File: src/rtl/pst_pkg.sv
package pst_pkg;
  localparam int NUM_TRIG = 23;
  localparam int ID_W     = $clog2(NUM_TRIG + 1);
  localparam int NUM_CMD  = 4;

  // trigger ids of the command bits, index = command bit
  localparam int ID_CMD0 = 21;
  localparam int ID_CMD1 = 11;
  localparam int ID_CMD2 = 12;
  localparam int ID_CMD3 = 22;

  typedef enum logic [2:0] {
    ST_STBY   = 3'd0,
    ST_ACT    = 3'd1,
    ST_MCU    = 3'd2,
    ST_SUSP   = 3'd3,
    ST_SAFE   = 3'd4,
    ST_LPSTBY = 3'd5
  } pstate_e;

  typedef enum logic [3:0] {
    SQ_NONE     = 4'd0,
    SQ_SEVERE   = 4'd1,
    SQ_SAFE     = 4'd2,
    SQ_ORDERLY  = 4'd3,
    SQ_STBY     = 4'd4,
    SQ_ACT_WARM = 4'd5,
    SQ_SOC_ESM  = 4'd6,
    SQ_MCU_WARM = 4'd7,
    SQ_SOC_PWR  = 4'd8,
    SQ_BIST     = 4'd9,
    SQ_CRC      = 4'd10,
    SQ_ACT      = 4'd11,
    SQ_MCU      = 4'd12,
    SQ_RET      = 4'd13,
    SQ_OTA      = 4'd14,
    SQ_RECOV    = 4'd15
  } pseq_e;

  typedef struct packed {
    logic    act;
    pstate_e tgt;
    pseq_e   seq;
    logic    reent;
    logic    imm;
  } trig_t;
endpackage

File: src/rtl/pst_trig_map.sv
module pst_trig_map
  import pst_pkg::*;
(
  input  pstate_e               state_i,
  input  logic                  imm_shdn_i,
  input  logic                  mcu_pwr_err_i,
  input  logic                  ord_shdn_i,
  input  logic                  off_req_i,
  input  logic                  wdog_err_i,
  input  logic                  esm_soc_err_i,
  input  logic                  soc_pwr_err_i,
  input  logic                  on_req_i,
  input  logic                  wkup1_i,
  input  logic                  mcu_on_req_i,
  input  logic                  wkup2_i,
  input  logic                  sl1_i,
  input  logic                  sl2_i,
  input  logic [1:0]            sleep_mask_i,
  input  logic [NUM_CMD-1:0]    cmd_pend_i,
  input  logic                  lp_sel_i,
  output trig_t [NUM_TRIG-1:0]  tbl_o
);
  logic in_act, in_mcu, in_oper, in_am, in_lp, sl_en, cm_en;

  assign in_act  = (state_i == ST_ACT);
  assign in_mcu  = (state_i == ST_MCU);
  assign in_am   = in_act | in_mcu;
  assign in_oper = in_am | (state_i == ST_STBY) | (state_i == ST_SUSP);
  assign in_lp   = (state_i == ST_LPSTBY);
  assign sl_en   = (sleep_mask_i == 2'b00);
  assign cm_en   = (sleep_mask_i == 2'b11);

  function automatic trig_t mk(logic a, pstate_e t, pseq_e s, logic r, logic i);
    trig_t v;
    v.act   = a;
    v.tgt   = t;
    v.seq   = s;
    v.reent = r;
    v.imm   = i;
    return v;
  endfunction

  always_comb begin
    for (int k = 0; k < NUM_TRIG; k++) tbl_o[k] = mk(1'b0, ST_STBY, SQ_NONE, 1'b0, 1'b0);
    // immediate shutdowns
    tbl_o[0]  = mk(imm_shdn_i    & in_oper, ST_SAFE, SQ_SEVERE,  1'b0, 1'b1);
    tbl_o[1]  = mk(mcu_pwr_err_i & in_oper, ST_SAFE, SQ_SAFE,    1'b0, 1'b1);
    tbl_o[2]  = mk(ord_shdn_i    & in_oper, ST_SAFE, SQ_ORDERLY, 1'b0, 1'b1);
    tbl_o[4]  = mk(off_req_i     & in_oper, ST_STBY, SQ_STBY,    1'b0, 1'b0);
    // faults
    tbl_o[5]  = mk(wdog_err_i    & in_act,  ST_ACT,  SQ_ACT_WARM, 1'b1, 1'b0);
    tbl_o[7]  = mk(esm_soc_err_i & in_act,  ST_MCU,  SQ_SOC_ESM,  1'b1, 1'b0);
    tbl_o[8]  = mk(wdog_err_i    & in_mcu,  ST_MCU,  SQ_MCU_WARM, 1'b1, 1'b0);
    tbl_o[10] = mk(soc_pwr_err_i & in_act,  ST_MCU,  SQ_SOC_PWR,  1'b0, 1'b0);
    // in-place commands
    tbl_o[ID_CMD1] = mk(cmd_pend_i[1] & in_am, state_i, SQ_BIST, 1'b1, 1'b0);
    tbl_o[ID_CMD2] = mk(cmd_pend_i[2] & in_am, state_i, SQ_CRC,  1'b1, 1'b0);
    // wake to ACTIVE
    tbl_o[13] = mk(on_req_i & (in_oper | in_lp),           ST_ACT, SQ_ACT, 1'b0, 1'b0);
    tbl_o[14] = mk(wkup1_i  & (in_oper | in_lp),           ST_ACT, SQ_ACT, 1'b0, 1'b0);
    tbl_o[15] = mk(sl_en & sl1_i & sl2_i & in_oper,        ST_ACT, SQ_ACT, 1'b0, 1'b0);
    // to MCU_ONLY
    tbl_o[16] = mk(mcu_on_req_i & in_oper,                 ST_MCU, SQ_MCU, 1'b0, 1'b0);
    tbl_o[17] = mk(wkup2_i      & in_oper,                 ST_MCU, SQ_MCU, 1'b0, 1'b0);
    tbl_o[18] = mk(sl_en & ~sl1_i & sl2_i & (in_am | (state_i == ST_SUSP)),
                   ST_MCU, SQ_MCU, 1'b0, 1'b0);
    // to SUSPEND
    tbl_o[19] = mk(sl_en & ~sl1_i & ~sl2_i & in_am,        ST_SUSP, SQ_RET, 1'b0, 1'b0);
    tbl_o[20] = mk(sl_en &  sl1_i & ~sl2_i & in_am,        ST_SUSP, SQ_RET, 1'b0, 1'b0);
    // masked-sleep commands
    tbl_o[ID_CMD0] = mk(cm_en & cmd_pend_i[0] & (in_am | (state_i == ST_STBY)),
                        lp_sel_i ? ST_LPSTBY : ST_STBY, SQ_STBY, 1'b1, 1'b0);
    tbl_o[ID_CMD3] = mk(cm_en & cmd_pend_i[3] & in_am, state_i, SQ_OTA, 1'b1, 1'b0);
  end
endmodule

File: src/rtl/pst_pick.sv
module pst_pick #(
  parameter int N    = 23,
  parameter int ID_W = 5
) (
  input  logic [N-1:0]    act_i,
  output logic            vld_o,
  output logic [ID_W-1:0] id_o
);
  logic [N:0]   above;
  logic [N-1:0] first;

  assign above[0] = 1'b0;
  for (genvar g = 0; g < N; g++) begin : g_rank
    assign first[g]   = act_i[g] & ~above[g];
    assign above[g+1] = above[g] | act_i[g];
  end

  assign vld_o = above[N];

  always_comb begin
    id_o = '0;
    for (int i = 0; i < N; i++) begin
      if (first[i]) id_o = ID_W'(i);
    end
  end
endmodule

File: src/rtl/pst_hold.sv
module pst_hold #(
  parameter int CYC = 64
) (
  input  logic clk_i,
  input  logic rst_ni,
  input  logic start_i,
  output logic flag_o
);
  localparam int CW = $clog2(CYC + 1);

  logic [CW-1:0] cnt_q;

  always_ff @(posedge clk_i or negedge rst_ni) begin
    if (!rst_ni)            cnt_q <= '0;
    else if (start_i)       cnt_q <= CW'(CYC);
    else if (cnt_q != '0)   cnt_q <= cnt_q - 1'b1;
  end

  assign flag_o = (cnt_q != '0);
endmodule

File: src/rtl/pst_recov.sv
module pst_recov #(
  parameter int CNT_W = 3
) (
  input  logic             clk_i,
  input  logic             rst_ni,
  input  logic             inc_i,
  input  logic [CNT_W-1:0] thr_i,
  output logic [CNT_W-1:0] cnt_o,
  output logic             halt_o
);
  localparam logic [CNT_W-1:0] CMAX = '1;

  logic [CNT_W-1:0] cnt_q, cnt_nx;
  logic             halt_q;

  assign cnt_nx = (cnt_q == CMAX) ? cnt_q : cnt_q + 1'b1;

  always_ff @(posedge clk_i or negedge rst_ni) begin
    if (!rst_ni) begin
      cnt_q  <= '0;
      halt_q <= 1'b0;
    end else if (inc_i) begin
      cnt_q  <= cnt_nx;
      halt_q <= halt_q | (cnt_nx >= thr_i);
    end
  end

  assign cnt_o  = cnt_q;
  assign halt_o = halt_q;
endmodule

File: src/rtl/pst_ctrl.sv
module pst_ctrl
  import pst_pkg::*;
#(
  parameter int CLK_KHZ = 32,
  parameter int CNT_W   = 3
) (
  input  logic             clk_i,
  input  logic             rst_ni,
  input  logic             imm_shdn_i,
  input  logic             mcu_pwr_err_i,
  input  logic             ord_shdn_i,
  input  logic             off_req_i,
  input  logic             wdog_err_i,
  input  logic             esm_soc_err_i,
  input  logic             soc_pwr_err_i,
  input  logic             on_req_i,
  input  logic             wkup1_i,
  input  logic             mcu_on_req_i,
  input  logic             wkup2_i,
  input  logic             nsleep1_pin_i,
  input  logic             nsleep2_pin_i,
  input  logic             nsleep1_reg_i,
  input  logic             nsleep2_reg_i,
  input  logic [1:0]       sleep_mask_i,
  input  logic [3:0]       cmd_set_i,
  input  logic             lp_sel_i,
  input  logic [CNT_W-1:0] recov_thr_i,
  input  logic             seq_done_i,
  output logic [2:0]       state_o,
  output logic             busy_o,
  output logic             go_o,
  output logic [3:0]       seq_o,
  output logic [2:0]       tgt_o,
  output logic             if2_dis_o,
  output logic [CNT_W-1:0] recov_cnt_o,
  output logic             halt_o
);
  localparam int HOLD_CYC = 2 * CLK_KHZ;  // 2 ms
  localparam logic [ID_W-1:0] RUN_NONE = ID_W'(NUM_TRIG);

  pstate_e                state_q, tgt_q;
  pseq_e                  seq_q;
  logic                   busy_q, go_q;
  logic [ID_W-1:0]        run_q;
  logic [NUM_CMD-1:0]     pend_q, take;
  trig_t [NUM_TRIG-1:0]   tbl;
  logic [NUM_TRIG-1:0]    act_vec;
  logic                   win_vld;
  logic [ID_W-1:0]        win_id;
  trig_t                  win;
  logic                   halted, auto_rec, fire, start, preempt, safe_in, crc_go;
  pstate_e                nx_tgt;
  pseq_e                  nx_seq;
  logic [ID_W-1:0]        nx_id;

  pst_trig_map i_map (
    .state_i       (state_q),
    .imm_shdn_i    (imm_shdn_i),
    .mcu_pwr_err_i (mcu_pwr_err_i),
    .ord_shdn_i    (ord_shdn_i),
    .off_req_i     (off_req_i),
    .wdog_err_i    (wdog_err_i),
    .esm_soc_err_i (esm_soc_err_i),
    .soc_pwr_err_i (soc_pwr_err_i),
    .on_req_i      (on_req_i),
    .wkup1_i       (wkup1_i),
    .mcu_on_req_i  (mcu_on_req_i),
    .wkup2_i       (wkup2_i),
    .sl1_i         (nsleep1_pin_i | nsleep1_reg_i),
    .sl2_i         (nsleep2_pin_i | nsleep2_reg_i),
    .sleep_mask_i  (sleep_mask_i),
    .cmd_pend_i    (pend_q),
    .lp_sel_i      (lp_sel_i),
    .tbl_o         (tbl)
  );

  for (genvar g = 0; g < NUM_TRIG; g++) begin : g_act
    assign act_vec[g] = tbl[g].act;
  end

  pst_pick #(.N(NUM_TRIG), .ID_W(ID_W)) i_pick (
    .act_i (act_vec),
    .vld_o (win_vld),
    .id_o  (win_id)
  );

  assign win = tbl[win_id];

  // winner blocks lower triggers even when it does not fire
  assign fire     = win_vld & win.act & (win.reent | (win.tgt != state_q));
  assign auto_rec = (state_q == ST_SAFE) & ~halted & ~busy_q;
  assign start    = ~busy_q & ~halted & (auto_rec | fire);
  assign preempt  = busy_q & ~halted & win_vld & win.imm & (win_id < run_q);
  assign safe_in  = busy_q & seq_done_i & ~preempt & (tgt_q == ST_SAFE);
  assign crc_go   = start & ~auto_rec & (win_id == ID_W'(ID_CMD2));

  assign nx_tgt = auto_rec ? ST_STBY  : win.tgt;
  assign nx_seq = auto_rec ? SQ_RECOV : win.seq;
  assign nx_id  = auto_rec ? RUN_NONE : win_id;

  always_comb begin
    take = '0;
    if (start & ~auto_rec) begin
      take[0] = (win_id == ID_W'(ID_CMD0));
      take[1] = (win_id == ID_W'(ID_CMD1));
      take[2] = (win_id == ID_W'(ID_CMD2));
      take[3] = (win_id == ID_W'(ID_CMD3));
    end
  end

  always_ff @(posedge clk_i or negedge rst_ni) begin
    if (!rst_ni) pend_q <= '0;
    else         pend_q <= (pend_q & ~take) | cmd_set_i;
  end

  always_ff @(posedge clk_i or negedge rst_ni) begin
    if (!rst_ni) begin
      state_q <= ST_STBY;
      tgt_q   <= ST_STBY;
      seq_q   <= SQ_NONE;
      busy_q  <= 1'b0;
      go_q    <= 1'b0;
      run_q   <= RUN_NONE;
    end else begin
      go_q <= 1'b0;
      if (start | preempt) begin
        go_q   <= 1'b1;
        busy_q <= 1'b1;
        tgt_q  <= nx_tgt;
        seq_q  <= nx_seq;
        run_q  <= nx_id;
      end else if (busy_q & seq_done_i) begin
        busy_q  <= 1'b0;
        state_q <= tgt_q;
      end
    end
  end

  pst_recov #(.CNT_W(CNT_W)) i_recov (
    .clk_i  (clk_i),
    .rst_ni (rst_ni),
    .inc_i  (safe_in),
    .thr_i  (recov_thr_i),
    .cnt_o  (recov_cnt_o),
    .halt_o (halted)
  );

  pst_hold #(.CYC(HOLD_CYC)) i_hold (
    .clk_i   (clk_i),
    .rst_ni  (rst_ni),
    .start_i (crc_go),
    .flag_o  (if2_dis_o)
  );

  assign state_o = state_q;
  assign busy_o  = busy_q;
  assign go_o    = go_q;
  assign seq_o   = seq_q;
  assign tgt_o   = tgt_q;
  assign halt_o  = halted;
endmodule

File: config.mk
export PLATFORM = sky130hd
export DESIGN_NAME = pst_ctrl
export DESIGN_NICKNAME = d
export VERILOG_FILES = /design/src/rtl/pst_pkg.sv /design/src/rtl/pst_trig_map.sv /design/src/rtl/pst_pick.sv /design/src/rtl/pst_hold.sv /design/src/rtl/pst_recov.sv /design/src/rtl/pst_ctrl.sv
export SDC_FILE = /design/constraint.sdc
export NUM_CORES = 1
export LEC_CHECK = 0
export ABC_AREA = 1
export BUFFER_PORTS_ARGS = -buffer_cell sky130_fd_sc_hd__buf_2
export CORE_MARGIN = 5
export CORE_UTILIZATION = 60
export CTS_BUF_LIST = sky130_fd_sc_hd__clkbuf_4 sky130_fd_sc_hd__clkbuf_8
export CTS_CLUSTER_SIZE = 40
export DETAILED_ROUTE_END_ITERATION = 6
export PLACE_DENSITY_LB_ADDON = 0.3
export SLEW_MARGIN = 20
export SYNTH_ARGS = -nofsm -noshare
export SYNTH_HDL_FRONTEND = slang
export SYNTH_SLANG_ARGS = --single-unit
File: constraint.sdc
create_clock -name clk_i -period 8.83 [get_ports clk_i]
set_input_delay 1.3245 -clock clk_i [delete_from_list [all_inputs] [get_ports clk_i]]
set_output_delay 1.3245 -clock clk_i [all_outputs]
set_load 0.01 [all_outputs]
==> out/qor.yml, run 1 <==
global_route:
  grt_pass1_vias: 2540
  grt_pass1_wl_mm: 11.3
  grt_max_degree: 33
  gr-usage-all-layers_pct: 22.4
  antenna_found_initial: 0
  overflow: 0
route:
  routed_wl_mm: 6.50
  ant_nets: 0
  wl_per_cell_um: 13.2
  remaining_drc_errors: 0
  first_iter_violations: 142
  dr.pass1.iters: 4
  drt-vias-per-instance: 5.42
  via_count: 2671
power_and_ir_drop:
  switching_share_pct: 24.7
  p_leak_nw: 1.75
  power.switching_uw: 82.8
  ir_worst_vdd_mv: 0.105
  internal_power_uw: 252
  combPwrFrac_pct: 14.1
  p_total_uw: 335
  p_clk_share_pct: 41.4
  powerDensity_nw_per_um2: 109
  p_seq_share_pct: 44.5
timing:
  rsz0062_at_grt: "no"
  worstMarginPinSlew_ns: 0.694
  post-route-period-util_pct: 50.2
  whs_ns: 0.478
  slew_headroom_pct: 53.7
  slew_violations: 0
  fin_worst_skew_ns: 0.0143
  fmax_mhz: 225
  fin_tns_setup_ns: 0
  finalWorstPathRequiredPeriod_ns: 4.43
  setup_viol: 0
  hold_violations: 0
worst_setup_path:
  critPathMostFrequentCell: "nor2_4"
  cp_slowest_cell: "a2111oi_0"
  path_class: "input pin to flip-flop"
  crit_chain: "buf_2, nand2_2, nand3_2, nor2_4, nand4_4, nor2_4, nand4_2, nor2_4, nand4_2, nor2_4, o31ai_2, nand2_1, ha_1, a2111oi_0, o2111ai_1, nand3b_1, nand2_1, mux2_2"
  arrival_ns: 4.61
  worstSetupEndpointType: "flip-flop"
  cp_top_family: "simple AND/OR/NAND/NOR gates"
  cp_num_buf_inv: 1
  slowest_delay_ns: 0.42
  cp_max_fo: 12
  startpoint_type: "input pin"
  cp.required_ns: 9.00
synth:
  synthArstFlopShare_pct: 100
  yosys_most_used_dff: "dfrtp_1"
  synth_area_um2: 2740
  ys_ff_latch: 32
  ys_seq_area_share_pct: 29.4
  synth_fp_nets: 438
  postSynthAreaPerCell_um2: 6.92
  ys_warn_count: 0
  synth_enable_flop_cells: 0
  synth_cells: 396
  synth_area_leaders: "dfrtp_1, nand2_1, inv_1"
  ys_types: 47
  yosys.area.top_type: "dfrtp_1"
  netlist.area_leader.share_pct: 25.6
placed_design:
  place_area_um2: 2960
  dp_hpwl_mm: 4.95
  dp.cells: 485
  gp_congestion: 0.904
  io_buffers: 44
worst_hold_path:
  hp-class: "flip-flop to flip-flop"
finish:
  fin_cells: 493
  finalInstanceArea_um2: 3080
  final_common_cell: "nand2_1"
  fin_nets: 482
  area_delta_synth_final_pct: 12.3
  n_antenna_cell: 0
  most-common-layout-cells: "nand2_1, inv_1, buf_2, nand3_1"
  layout-drive-gt1-share_pct: 24.0
floorplanning:
  core_um2: 4380
  die-width_um: 77.6
  initial_core_util_pct: 62.5
  core.rowCount: 24
  chipHeight_um: 77.6
  dieArea_um2: 6020
  io_pins: 45
clocking:
  numClockSinks: 32
  postCtsSetupBuffers: 0
  clk_latency_ns: 0.28
  htreeDepth: 2
  post_cts_resized: 0
  root_buffer: "clkbuf_8"
  ctsLongestPathBuffers: 2
  cts_tree: "yes"
  numCtsBuffers: 5
  path_clk_slew_ns: 0.07
  postCtsHoldBufs: 0
outcome:
  status: "finished, final reports clean"
flow_run:
  maxCapViolations: 0
[flip-flops by register name, summed over array words and instances, names as in the netlist]
register and cells:
pend_q 4, i_recov.cnt_o 3, i_hold.cnt_q 7, busy_o 1
tgt_o 3, i_recov.halt_o 1, run_q 5, state_o 3
seq_o 4, go_o 1
[cells in the mapped netlist, types with 3 or more instances]
library cell,instances
o21ai_0,14
nand3_2,3
nand2_4,3
nor2_1,28
nand2_1,107
a21oi_1,9
nor2_2,8
inv_1,61
ha_1,14
nor3_1,3
nand3_1,36
nand3b_1,4
dfrtp_1,28
nand2_2,7
nor2_4,6
inv_2,12
buf_2,3
o211ai_1,3
dfstp_2,4
nor3b_1,3
nand4_1,8
[worst paths after layout]
kind | startpoint | to | slack [ns] | cells past startpoint
max in group asynchronous | rst_ni | seq_o[1] | 7.29 | 1
min | pend_q[2] | pend_q[2] | 0.48 | 2
max | imm_shdn_i | state_o[1] | 4.40 | 18
min in group asynchronous | rst_ni | i_recov.halt_o | 1.08 | 1
max reg2reg | state_o[2] | state_o[1] | 4.74 | 18
min reg2reg | pend_q[2] | pend_q[2] | 0.48 | 2
[final cells by class]
class | count | area, um^2
Timing Repair Buffer | 44 | 220
Sequential cell | 32 | 806
Clock inverter | 2 | 35.0
Multi-Input combinational cell | 283 | 1590
Inverter | 74 | 280
Tap cell | 52 | 65.1
Clock buffer | 6 | 76.3
Fill cell | 379 | 1310
[routing by layer]
| metal | track usage, % | vias to the layer above | routed length [um] |
|---|---|---|---|
| li1 | - | 1352 | - |
| met1 | 29.1 | 1215 | 2890 |
| met2 | 37.8 | 88 | 3100 |
| met3 | 3.70 | 16 | 344 |
| met4 | 7.39 | 0 | 168 |
| met5 | 0 | - | 0 |
[cells by family (layout without fill, tap and decap cells)]
logic type	after synthesis	after routing	synth area share, %
and+or+nand+nor	223	223	40.3
buffers and inverters	81	126	12.4
AOI/OAI and AO/OA	41	41	9.64
DFF	32	32	29.4
adders and majority gates	14	14	6.40
xor gates and xnor gates	3	3	0.960
muxes	2	2	0.822
[power groups by stage]
stage	registers, mW	clock network (mW)	logic, mW
final	0.149	0.138	0.0473
after floorplan	0.151	0	0.0305
after detailed placement	0.151	0	0.0465
after global routing	0.149	0.149	0.0538
after CTS	0.149	0.141	0.0470
after global placement	0.151	0	0.0453
[tightest hold or removal path, cell delays in order (launching register included)]
cell     delay (ns)
dfrtp_1        0.35
nand2_1        0.05
nand2_1        0.04
[metrics by stage]
step | worst slack, ns | utilization (%)
2_1_floorplan | 4.62 | -
3_3_place_gp | 4.31 | 67.6
3_5_place_dp | 4.10 | 67.6
4_1_cts | 4.39 | 70.1
5_1_grt | 4.03 | 70.1
6_report | 4.40 | 70.1
Note: power is estimated with default switching activity, not from simulation.
==> run 2, diff against run 1 <==
--- a/config.mk
+++ b/config.mk
@@ -8,7 +8,7 @@
 export ABC_AREA = 1
 export BUFFER_PORTS_ARGS = -buffer_cell sky130_fd_sc_hd__buf_2
 export CORE_MARGIN = 5
-export CORE_UTILIZATION = 60
+export CORE_UTILIZATION = 59
 export CTS_BUF_LIST = sky130_fd_sc_hd__clkbuf_4 sky130_fd_sc_hd__clkbuf_8
 export CTS_CLUSTER_SIZE = 40
 export DETAILED_ROUTE_END_ITERATION = 6
==> constraint.sdc (replaced) <==
create_clock -name clk_i -period 4.2 [get_ports clk_i]
set_input_delay 0.63 -clock clk_i [delete_from_list [all_inputs] [get_ports clk_i]]
set_output_delay 0.63 -clock clk_i [all_outputs]
set_load 0.01 [all_outputs]
==> out/qor.yml, run 2 (synthesis results as in run 1) <==
clocking:
  postCtsHoldBufs: 0  # unchanged
  path_clk_slew_ns: 0.06  # was 0.07 ns
  cts_tree: "yes"  # unchanged
  postCtsSetupBuffers: 0  # unchanged
  root_buffer: "clkbuf_8"  # unchanged
  ctsLongestPathBuffers: 2  # unchanged
  numClockSinks: 32  # unchanged
  htreeDepth: 2  # unchanged
  clk_latency_ns: 0.28  # about the same
  post_cts_resized: 0  # unchanged
  numCtsBuffers: 5  # unchanged
timing:
  slew_headroom_pct: 52.4  # was 53.7%
  fin_worst_skew_ns: 0.00304  # was 0.0143 ns
  setup_viol: 0  # unchanged
  fmax_mhz: 270
  slew_violations: 0  # unchanged
  fin_tns_setup_ns: 0  # unchanged
  finalWorstPathRequiredPeriod_ns: 3.71
  post-route-period-util_pct: 88.3
  worstMarginPinSlew_ns: 0.714  # was 0.694 ns
  hold_violations: 0  # unchanged
  rsz0062_at_grt: "no"  # unchanged
worst_setup_path:
  rr_worst_depth: 18  # unchanged
  regToRegEndpoint: "state_o[0]"  # was state_o[1]
  path_class: "flip-flop to flip-flop"  # was input pin to flip-flop
  slowest_delay_ns: 0.48  # was 0.42 ns
  rrSetupSlack_ns: 0.49  # was 4.74 ns
  arrival_ns: 3.88  # was 4.61 ns
  cp_top_family: "simple AND/OR/NAND/NOR gates"  # unchanged
  cp_num_buf_inv: 1  # unchanged
  worstSetupEndpointType: "flip-flop"  # unchanged
  r2r_start: "state_o[2]"  # unchanged
  critPathMostFrequentCell: "nor2_4"  # unchanged
  crit_chain: "inv_4, nand2_2, nand3_2, nor2_4, nand4_4, nor2_4, nand4_2, nor2_4, nand4_2, nor2_4, o31ai_2, nand2_1, ha_1, a2111oi_0, o2111ai_1, nand3b_1, nand2_1, mux2_2"  # was buf_2, nand2_2, nand3_2, nor2_4, nand4_4, nor2_4, nand4_2, nor2_4, nand4_2, nor2_4, o31ai_2, nand2_1, ha_1, a2111oi_0, o2111ai_1, nand3b_1, nand2_1, mux2_2
  startpoint_type: "flip-flop"  # was input pin
  cp.required_ns: 4.37  # was 9.00 ns
  cp_slowest_cell: "dfrtp_1"  # was a2111oi_0
  cp_max_fo: 9  # was 12
route:
  first_iter_violations: 149  # was 142
  drt-vias-per-instance: 5.30  # was 5.42
  routed_wl_mm: 6.47  # was 6.50 mm
  remaining_drc_errors: 0  # unchanged
  ant_nets: 0  # unchanged
  via_count: 2640  # was 2671
  wl_per_cell_um: 13.0  # was 13.2 um
  dr.pass1.iters: 4  # unchanged
finish:
  fin_nets: 487  # was 482
  n_fill_cell: 390  # was 379
  n_antenna_cell: 0  # unchanged
  top_register: "i_hold.cnt_q"  # unchanged
  area_delta_synth_final_pct: 13.2  # was 12.3%
  layout-drive-gt1-share_pct: 24.9  # was 24.0%
  top_regs: "i_hold.cnt_q x7, run_q x5"  # unchanged
  most-common-layout-cells: "nand2_1, inv_1, buf_2, nand3_1"  # unchanged
  largest_register_ffs: 7  # unchanged
  final_common_cell: "nand2_1"  # unchanged
  finalInstanceArea_um2: 3100  # was 3080 um^2
floorplanning:
  die-width_um: 78.1  # was 77.6 um
  chipHeight_um: 78.1  # was 77.6 um
  core.rowCount: 24  # unchanged
  core_um2: 4410  # was 4380 um^2
  dieArea_um2: 6110  # was 6020 um^2
  initial_core_util_pct: 62.0  # was 62.5%
  io_pins: 45  # unchanged
global_route:
  grt_pass1_vias: 2565  # was 2540
  overflow: 0  # unchanged
  antenna_found_initial: 0  # unchanged
  grt_pass1_wl_mm: 11.5  # was 11.3 mm
  grt_max_degree: 33  # unchanged
  gr-usage-all-layers_pct: 22.8  # was 22.4%
outcome:
  status: "finished, final reports clean"  # unchanged
flow_run:
  maxCapViolations: 0  # unchanged
placed_design:
  io_buffers: 44  # unchanged
  gp_congestion: 0.963  # was 0.904
  dp_hpwl_mm: 5.18  # was 4.95 mm
  place_area_um2: 3000  # was 2960 um^2
power_and_ir_drop:
  powerDensity_nw_per_um2: 214  # was 109 nW/um^2
  p_leak_nw: 1.77  # was 1.75 nW
  ir_worst_vdd_mv: 0.196  # was 0.105 mV
  p_total_uw: 664  # was 335 uW
worst_hold_path:
  hp-class: "input pin to asynchronous set/reset pin"  # was flip-flop to flip-flop
[run 2: cell count changes in the layout (fill, tap and decap cells not counted), sizes merged]
cell	previous run	this run
buf	44	49
clkbuf	6	8
bufinv	1	0
clkinv	1	0
[run 2: worst max path at each step]
stage	to	start	cells past startpoint	slack, ns
after floorplan	state_o[0]	imm_shdn_i	18	0.68
after global placement	state_o[1]	imm_shdn_i	18	0.47
after detailed placement	state_o[0]	imm_shdn_i	18	0.35
after CTS	state_o[0]	state_o[2]	18	0.49
after global routing	state_o[0]	state_o[0]	19	0.12
final	state_o[0]	state_o[2]	18	0.49
[run 2: final cells by class]
cell class / count / area, um^2 / share of cell area (%)
sequential: 32 / 806 / 26.0
timing repair buffer: 49 / 258 / 8.32
clock buffer: 8 / 97.6 / 3.15
inverter: 74 / 280 / 9.04
tap: 52 / 65.1 / 2.10
multi-input combinational: 283 / 1590 / 51.4
[run 2: routing by layer]
metal	track usage, %	vias up	wire [um]	part of all wire (%)
met2	37.7	64	3130	48
met4	8.11	0	141	2.2
met3	5.03	16	347	5.4
li1	-	1365	-	-
met1	29.2	1195	2850	44
met5	0	-	0	0
[run 2: metrics by stage]
step	std cells	hold WS (ns)	worst slack (ns)	utilization (%)
2_1_floorplan	396	0.334	0.682	-
3_3_place_gp	490	0.459	0.475	68.0
3_5_place_dp	490	0.464	0.348	68.0
4_1_cts	498	0.411	0.493	70.2
5_1_grt	498	0.450	0.116	70.2
6_report	498	0.393	0.490	70.2
[run 2: power breakdown]
part	internal, mW	switching [mW]	total, mW
clock network	0.146	0.107	0.253
registers	0.311	0.00164	0.313
logic	0.0362	0.0624	0.0986
total	0.493	0.171	0.664
==> run 3, diff against run 2 <==
--- a/config.mk
+++ b/config.mk
@@ -7,11 +7,13 @@
 export LEC_CHECK = 0
 export ABC_AREA = 1
 export BUFFER_PORTS_ARGS = -buffer_cell sky130_fd_sc_hd__buf_2
+export CORE_ASPECT_RATIO = 0.5
 export CORE_MARGIN = 5
 export CORE_UTILIZATION = 59
 export CTS_BUF_LIST = sky130_fd_sc_hd__clkbuf_4 sky130_fd_sc_hd__clkbuf_8
 export CTS_CLUSTER_SIZE = 40
 export DETAILED_ROUTE_END_ITERATION = 6
+export MAX_ROUTING_LAYER = met4
 export PLACE_DENSITY_LB_ADDON = 0.3
 export SLEW_MARGIN = 20
 export SYNTH_ARGS = -nofsm -noshare
==> out/qor.yml, run 3 (synthesis results as in run 1) <==
outcome:
  status: "finished, final reports clean"  # unchanged
global_route:
  grt_pass1_wl_mm: 11.7  # was 11.5 mm
  grt_pass1_vias: 2571  # was 2565
  antenna_found_initial: 0  # unchanged
  overflow: 0  # unchanged
  grt_max_degree: 33  # unchanged
  gr-usage-all-layers_pct: 23.8  # was 22.8%
timing:
  fin_worst_skew_ns: 0.00580  # was 0.00304 ns
  hold_violations: 0  # unchanged
  rsz0062_at_grt: "no"  # unchanged
  fin_tns_setup_ns: 0  # unchanged
  worstMarginPinSlew_ns: 0.710  # was 0.714 ns
  fmax_mhz: 255  # was 270 MHz
  post-route-period-util_pct: 93.4  # was 88.3%
  slew_headroom_pct: 52.7  # was 52.4%
  setup_ws_ns: 0.278  # was 0.490 ns
  finalWorstPathRequiredPeriod_ns: 3.92  # was 3.71 ns
  slew_violations: 0  # unchanged
  setup_viol: 0  # unchanged
floorplanning:
  chipHeight_um: 58.2  # was 78.1 um
  io_pins: 45  # unchanged
  initial_core_util_pct: 61.6  # was 62.0%
  core_um2: 4450  # was 4410 um^2
  dieArea_um2: 6190  # was 6110 um^2
  core.rowCount: 17  # was 24
  die-width_um: 106  # was 78.1 um
clocking:
  postCtsSetupBuffers: 0  # unchanged
  post_cts_resized: 0  # unchanged
  numCtsBuffers: 5  # unchanged
  root_buffer: "clkbuf_8"  # unchanged
  numClockSinks: 32  # unchanged
  path_clk_slew_ns: 0.07  # was 0.06 ns
  cts_tree: "yes"  # unchanged
  ctsLongestPathBuffers: 2  # unchanged
  postCtsHoldBufs: 0  # unchanged
  clk_latency_ns: 0.29  # was 0.28 ns
  htreeDepth: 2  # unchanged
finish:
  final_common_cell: "nand2_1"  # unchanged
  largest_register_ffs: 7  # unchanged
  fin_nets: 484  # was 487
  n_fill_cell: 400  # was 390
  multiInputGateArea_um2: 1590  # unchanged
  top_regs: "i_hold.cnt_q x7, run_q x5"  # unchanged
  layout-drive-gt1-share_pct: 24.4  # was 24.9%
  top_register: "i_hold.cnt_q"  # unchanged
  n_antenna_cell: 0  # unchanged
  fin_cells: 500  # was 498
  area_delta_synth_final_pct: 13.1  # was 13.2%
  most-common-layout-cells: "nand2_1, inv_1, buf_2, nand3_1"  # unchanged
  seqCellArea_um2: 806  # unchanged
worst_setup_path:
  startpoint: "state_o[2]"  # unchanged
  cp.required_ns: 4.37  # about the same
  rr_worst_depth: 18  # unchanged
  crit_end: "state_o[1]"  # was state_o[0]
  path_class: "flip-flop to flip-flop"  # unchanged
  rrSetupSlack_ns: 0.28  # was 0.49 ns
  regToRegEndpoint: "state_o[1]"  # was state_o[0]
  worstSetupEndpointType: "flip-flop"  # unchanged
  r2r_start: "state_o[2]"  # unchanged
  cp_max_fo: 11  # was 9
  startpoint_type: "flip-flop"  # unchanged
  arrival_ns: 4.09  # was 3.88 ns
placed_design:
  dp_hpwl_mm: 5.32  # was 5.18 mm
  dp.cells: 492  # was 490
  post-place-ws_ns: 0.353  # was 0.348 ns
  io_buffers: 44  # unchanged
  gp_congestion: 1.06  # was 0.963
worst_hold_path:
  hp-class: "input pin to asynchronous set/reset pin"  # unchanged
power_and_ir_drop:
  powerDensity_nw_per_um2: 229  # was 214 nW/um^2
  ir_worst_vdd_mv: 0.172  # was 0.196 mV
  p_total_uw: 709  # was 664 uW
  p_leak_nw: 1.75  # was 1.77 nW
route:
  dr.pass1.iters: 5  # was 4
  first_iter_violations: 177  # was 149
  remaining_drc_errors: 0  # unchanged
  via_count: 2728  # was 2640
  drt-vias-per-instance: 5.46  # was 5.30
  wl_per_cell_um: 13.6  # was 13.0 um
  ant_nets: 0  # unchanged
  routed_wl_mm: 6.81  # was 6.47 mm
flow_run:
  maxCapViolations: 0  # unchanged
## run 3: changes by cell type in the layout (fill, tap and decap cells not counted)
cell / delta
buf_4: -3
clkinvlp_4: +1
clkbuf_4: -2
bufinv_16: +1
clkbuf_8: -1
clkinv_2: +1
## run 3: worst min path at each step
| stage | cells past startpoint | endpoint |
|---|---|---|
| after floorplan | 0 | busy_o |
| after global placement | 2 | pend_q[1] |
| after detailed placement | 2 | pend_q[3] |
| after CTS | 1 | i_recov.cnt_o[0] |
| after global routing | 1 | i_recov.cnt_o[0] |
| final | 1 | i_recov.cnt_o[0] |
## run 3: through the flow
stage                     hold slack [ns]  util [%]  cell area (um^2)
after detailed placement            0.460      67.2              2990
final                               0.385      69.7              3100
after floorplan                     0.334         -              2740
after global routing                0.455      69.7              3100
after CTS                           0.414      69.7              3100
after global placement              0.458      67.2              2990
## run 3: per-layer routing
metal  routed length, um  track usage (%)
met1                3200             32.1
met2                3020             38.0
met3                 557             4.34
met4                  34             4.43
met5                   0                -
## run 3: cell type report
class                   count  share of cell area [%]
clock buffers               5                    2.22
clock inverters             3                    1.37
inverters                  74                    9.05
multi-input cells         283                    51.4
flip-flops and latches     32                    26.0
well taps                  57                    2.30
repair buffers             46                    7.60
## run 3: critical path, cell delays in order, from the launching register on
cell and delay, ns:
dfrtp_1 0.62, inv_4 0.13, nand2_2 0.11, nand3_2 0.09
nor2_4 0.15, nand4_4 0.11, nor2_4 0.12, nand4_2 0.14
nor2_4 0.18, nand4_2 0.13, nor2_4 0.14, o31ai_2 0.10
nand2_1 0.16, ha_1 0.27, a2111oi_0 0.40, o2111ai_1 0.18
nand3b_1 0.22, nand2_1 0.17, mux2_2 0.36
## run 3: report_power, final
part	internal, mW	total, mW	switching [mW]	leakage, nW
logic	0.0362	0.101	0.0645	1.33
registers	0.311	0.312	0.00171	0.375
clock network	0.175	0.296	0.120	0.0541
total	0.522	0.709	0.187	1.75
